File: src/rtl/dpad_pkg.sv
package dpad_pkg;
  localparam int BTN_W = 8;
  localparam int DIR_W = 4;

  typedef enum logic {
    MODE_OPPOSING = 1'b0,
    MODE_FOUR_WAY = 1'b1
  } dpad_mode_e;
endpackage

File: src/rtl/dpad_reject_check.sv
module dpad_reject_check #(
  parameter int DIR_W = dpad_pkg::DIR_W
) (
  input  logic             four_way,
  input  logic [DIR_W-1:0] dirs,
  output logic             reject
);
  localparam int PAIRS = DIR_W / 2;

  logic [PAIRS-1:0] pair_clash;
  logic             multi_dir;

  // each pair is (odd bit, even bit) = (Up,Down) / (Left,Right)
  for (genvar g = 0; g < PAIRS; g++) begin : g_pair
    assign pair_clash[g] = dirs[2*g+1] & dirs[2*g];
  end

  // more than one bit set when clearing the lowest set bit leaves something
  assign multi_dir = |(dirs & (dirs - DIR_W'(1)));

  always_comb begin
    if (dpad_pkg::dpad_mode_e'(four_way) == dpad_pkg::MODE_FOUR_WAY)
      reject = multi_dir;
    else
      reject = |pair_clash;
  end
endmodule

File: src/rtl/dpad_merge.sv
module dpad_merge #(
  parameter int BTN_W = dpad_pkg::BTN_W,
  parameter int DIR_W = dpad_pkg::DIR_W
) (
  input  logic [BTN_W-1:0] raw,
  input  logic [BTN_W-1:0] prev,
  input  logic             reject,
  output logic [BTN_W-1:0] merged
);
  localparam int ACT_W = BTN_W - DIR_W;

  logic [ACT_W-1:0] act_part;
  logic [DIR_W-1:0] dir_part;

  assign act_part = raw[BTN_W-1:DIR_W];
  assign dir_part = reject ? prev[DIR_W-1:0] : raw[DIR_W-1:0];
  assign merged   = {act_part, dir_part};
endmodule

File: src/rtl/dpad_state_reg.sv
module dpad_state_reg #(
  parameter int BTN_W = dpad_pkg::BTN_W
) (
  input  logic             clk,
  input  logic             rst,
  input  logic             load,
  input  logic [BTN_W-1:0] next_btn,
  output logic [BTN_W-1:0] hist,
  output logic [BTN_W-1:0] pressed,
  output logic [BTN_W-1:0] released
);
  always_ff @(posedge clk) begin
    if (rst) begin
      hist     <= '0;
      pressed  <= '0;
      released <= '0;
    end else if (load) begin
      hist     <= next_btn;
      pressed  <= next_btn & ~hist;
      released <= hist & ~next_btn;
    end
  end

  p_edges_disjoint_r6: assert property (@(posedge clk) disable iff (rst)
    (pressed & released) == '0);
  p_press_in_current_r6: assert property (@(posedge clk) disable iff (rst)
    (pressed & ~hist) == '0);
  p_release_not_current_r7: assert property (@(posedge clk) disable iff (rst)
    (released & hist) == '0);
  p_hold_no_strobe_r9: assert property (@(posedge clk) disable iff (rst)
    !load |=> ($stable(hist) && $stable(pressed) && $stable(released)));
endmodule

File: src/rtl/dpad_filter.sv
module dpad_filter #(
  parameter int BTN_W = dpad_pkg::BTN_W,
  parameter int DIR_W = dpad_pkg::DIR_W
) (
  input  logic             clk,
  input  logic             rst,
  input  logic             frame_vld,
  input  logic             mode_four_way,
  input  logic [BTN_W-1:0] raw_btn,
  output logic [BTN_W-1:0] filt_btn,
  output logic [BTN_W-1:0] press_mask,
  output logic [BTN_W-1:0] release_mask
);
  localparam int ACT_W = BTN_W - DIR_W;

  logic             reject;
  logic [BTN_W-1:0] merged;
  logic [BTN_W-1:0] hist;

  dpad_reject_check #(.DIR_W(DIR_W)) chk_i (
    .four_way (mode_four_way),
    .dirs     (raw_btn[DIR_W-1:0]),
    .reject   (reject)
  );

  dpad_merge #(.BTN_W(BTN_W), .DIR_W(DIR_W)) mrg_i (
    .raw    (raw_btn),
    .prev   (hist),
    .reject (reject),
    .merged (merged)
  );

  dpad_state_reg #(.BTN_W(BTN_W)) st_i (
    .clk      (clk),
    .rst      (rst),
    .load     (frame_vld),
    .next_btn (merged),
    .hist     (hist),
    .pressed  (press_mask),
    .released (release_mask)
  );

  assign filt_btn = hist;

  p_action_follow_r1: assert property (@(posedge clk) disable iff (rst)
    frame_vld |=> filt_btn[BTN_W-1:DIR_W] == $past(raw_btn[BTN_W-1:DIR_W]));
  p_reject_holds_dirs_r4: assert property (@(posedge clk) disable iff (rst)
    (frame_vld && reject) |=> filt_btn[DIR_W-1:0] == $past(filt_btn[DIR_W-1:0]));
  p_accept_copies_r5: assert property (@(posedge clk) disable iff (rst)
    (frame_vld && !reject) |=> filt_btn == $past(raw_btn));
  p_four_way_single_r3: assert property (@(posedge clk) disable iff (rst)
    (frame_vld && mode_four_way && $countones(raw_btn[DIR_W-1:0]) <= 1)
      |=> filt_btn[DIR_W-1:0] == $past(raw_btn[DIR_W-1:0]));
endmodule

File: config.mk
export PLATFORM = sky130hd
export DESIGN_NAME = dpad_filter
export DESIGN_NICKNAME = d
export VERILOG_FILES = /design/src/rtl/dpad_pkg.sv /design/src/rtl/dpad_reject_check.sv /design/src/rtl/dpad_merge.sv /design/src/rtl/dpad_state_reg.sv /design/src/rtl/dpad_filter.sv
export SDC_FILE = /design/constraint.sdc
export NUM_CORES = 1
export LEC_CHECK = 0
export ABC_AREA = 1
export CORE_MARGIN = 1.5
export CORE_UTILIZATION = 45
export DETAILED_ROUTE_END_ITERATION = 16
export PLACE_DENSITY = 0.78
export SLEW_MARGIN = 20
export SYNTH_ARGS = -nofsm -noshare
export SYNTH_HDL_FRONTEND = slang
export SYNTH_SLANG_ARGS = --single-unit
File: constraint.sdc
create_clock -name clk -period 1.03 [get_ports clk]
set_input_delay 0.206 -clock clk [delete_from_list [all_inputs] [get_ports clk]]
set_output_delay 0.206 -clock clk [all_outputs]
set_load 0.05 [all_outputs]
==> results of run 1 <==
## final timing paths
path / endpoint / slack (ns) / cells after the start
max: st_i.pressed[2] / -0.07 / 8
min: st_i.hist[0] / 0.38 / 4
max reg2reg: st_i.pressed[2] / -0.04 / 6
min reg2reg: st_i.pressed[6] / 0.50 / 2
## synth_stat cells (all sizes together)
cell / n
a21oi: 20
buf: 7
clkbuf: 2
dfxtp: 24
inv: 19
nand2: 26
nand3: 13
nand4: 8
nor2: 20
nor3: 4
o21ai: 4
## kinds of logic after synthesis
group | Yosys count | synth area share
simple gates | 71 | 0.3274
buf+inv | 28 | 0.1211
flops | 24 | 0.4305
compound gates | 24 | 0.1211
## through the flow
stage / cells / setup TNS [ns] / instance area [µm²]
after CTS: 230 / -0.6843 / 1983
after global placement: 215 / -7.210 / 1805
after detailed placement: 215 / -8.996 / 1805
final: 236 / -0.5354 / 2039
after global routing: 236 / -1.216 / 2039
after floorplan: 147 / 0 / 1126
## worst reg2reg max path, delay by kind of cell (launching register included)
family | cells | cell delay, ns
AND/OR/NAND/NOR | 4 | 0.46
buffers and inverters | 2 | 0.16
flip-flops | 1 | 0.38
## cell type report
cell class	count	area (µm²)
repair buffers	64	824.5
clock buffers	3	22.52
clock inverters	1	30.03
multi-input cells	96	520.5
repair inverters	1	7.507
inverters	19	76.32
fillers	97	236.5
well taps	28	35.03
flip-flops and latches	24	523.0
## flip-flops by register name, summed over array words and instances, names as in the netlist
| signal | count |
|---|---|
| st_i.released | 8 |
| st_i.pressed | 8 |
| st_i.hist | 8 |
## repair_timing
item	4_1_cts	5_1_grt
setup buffers	9	6
cloned	2	0
resized for setup	29	7
endpoints found under the setup margin	36	35
pin swaps	3	6
## per-layer routing
metal,GRT usage,share of wire
met1,0.3410,0.38
met2,0.5104,0.51
met3,0.06000,0.066
met4,0.1368,0.049
met5,0,0
## power breakdown
| part | internal, µW | switching, µW | total [µW] |
|---|---|---|---|
| Combinational | 356 | 415 | 770 |
| Clock | 394 | 307 | 701 |
| Sequential | 977 | 51.0 | 1030 |
==> flow_metrics.tcl, run 1 <==
set metrics [dict create \
    ys_warn_count 0 \
    grt_overflow_total 0 \
    drc 0 \
    leakagePower_uw 0.0008752 \
    grt_usage 0.2937 \
    timing.final.ws_setup_ns -0.07139 \
    cp-end-kind "register" \
    power_uw 2499 \
    drv_cap 0 \
    setup_viol_count_final 27 \
    min_period_over_period 1.069 \
    port_buffers 35 \
    die_area_um2 2788 \
    via_count 1296 \
    grt_max_degree 24 \
    cts_buffers 3 \
    grt_antenna_before_repair 0 \
    clock.fmax_mhz 907.9 \
    peakVddDrop_uv 1160 \
    min_period_ns 1.101 \
    die_y_um 52.80 \
    path_buf_inv 2 \
    slew_headroom 0.8664 \
    hold_path_class "in2reg" \
    status "complete, but fails checks" \
    finalHoldViolCount 0 \
    slew_violations 0 \
    layout_common_cells "buf_4 (27), buf_12 (25), nand2_1 (22)" \
    io_pins 36 \
    dr.first_iter.drc_count 62 \
    clk_path_buf_depth 2 \
    clkTransAtPathRegs_ns 0.14 \
    antennaDiodeCount 0 \
    syn2layout_area_growth_pct 82.74 \
    critPathSlowestCell "dlygate4sd2_1" \
    worstMarginPinSlew_ns 0.2004 \
    grt_pass1_wl_um 5906 \
    ctsHtreeMaxLevel 1 \
    cp.arrival_ns 1.36 \
    synth_area_leader_cell "dfxtp_1" \
    gp_congestion 0.9203 \
    synth.distinct_cells 18 \
    routed_via_density 5.492 \
    worstHoldStart "frame_vld" \
    cts_hold_buf 0 \
    layout-drive-gt1-share 0.5192 \
    r2r_start "st_i.hist[2]" \
    synth_top_area_frac 0.4305 \
    violations "setup timing" \
    core_um2 2276 \
    crit_family "simple AND/OR/NAND/NOR gates" \
    nNetsFinal 221 \
    synth_seq_cells 24 \
    dp_hpwl_um 2370 \
    crit_fanout 7 \
    ant_nets 0 \
    rsz0062_at_grt "yes" \
    worstPathRequired_ns 1.29 \
    routedWlPerCell_um 16.43 \
    clock_sink_count 24 \
    final_common_cell "buf_4" \
    synthesis.area_um2 1116 \
    syn_inst 147 \
    cts_tree "yes" \
    fp.dieW_um 52.80 \
    root_buffer "clkbuf_4" \
    worstSkewPairLatency_ns 0.33 \
    cpMostUsedCell "nor2_1" \
    skew_ns 0.006817 \
    slowest_delay_ns 0.28 \
    yosysSeqAreaShare 0.4305 \
    crit_type "in2reg" \
    postSynthAreaPerCell_um2 7.592 \
    synth_nets 159 \
    start_kind "input pin" \
    p_per_area_nw_per_um2 1225 \
    startpoint "raw_btn[3]" \
    num_rows 17 \
    path_cells "dlygate4sd2_1 > inv_1 > nand2_2 > nand3_4 > nand4_1 > nor2_1 > nor2_1 > nor2_1" \
    grt_pass1_vias 1335 \
    detailedPlace.worstSlack_ns -0.5545 \
    start_util 0.4904 \
    dr.pass1.iters 4 \
    holdWs_ns 0.3813 \
    ys_top_cells_by_area "dfxtp_1 (43%), nand2_1 (8.1%), a21oi_1 (7.2%)" \
    routed_wl_um 3878 \
    post-route-util 0.8961 \
]
Note: power is estimated with default switching activity, not from simulation.
==> run 2: changes to the inputs <==
--- a/config.mk
+++ b/config.mk
@@ -10,6 +10,7 @@
 export CORE_UTILIZATION = 45
 export DETAILED_ROUTE_END_ITERATION = 16
 export PLACE_DENSITY = 0.78
+export SKIP_LAST_GASP = 1
 export SLEW_MARGIN = 20
 export SYNTH_ARGS = -nofsm -noshare
 export SYNTH_HDL_FRONTEND = slang
==> results of run 2 <==
Final layout, timing and power as in run 1 (identical DEF).
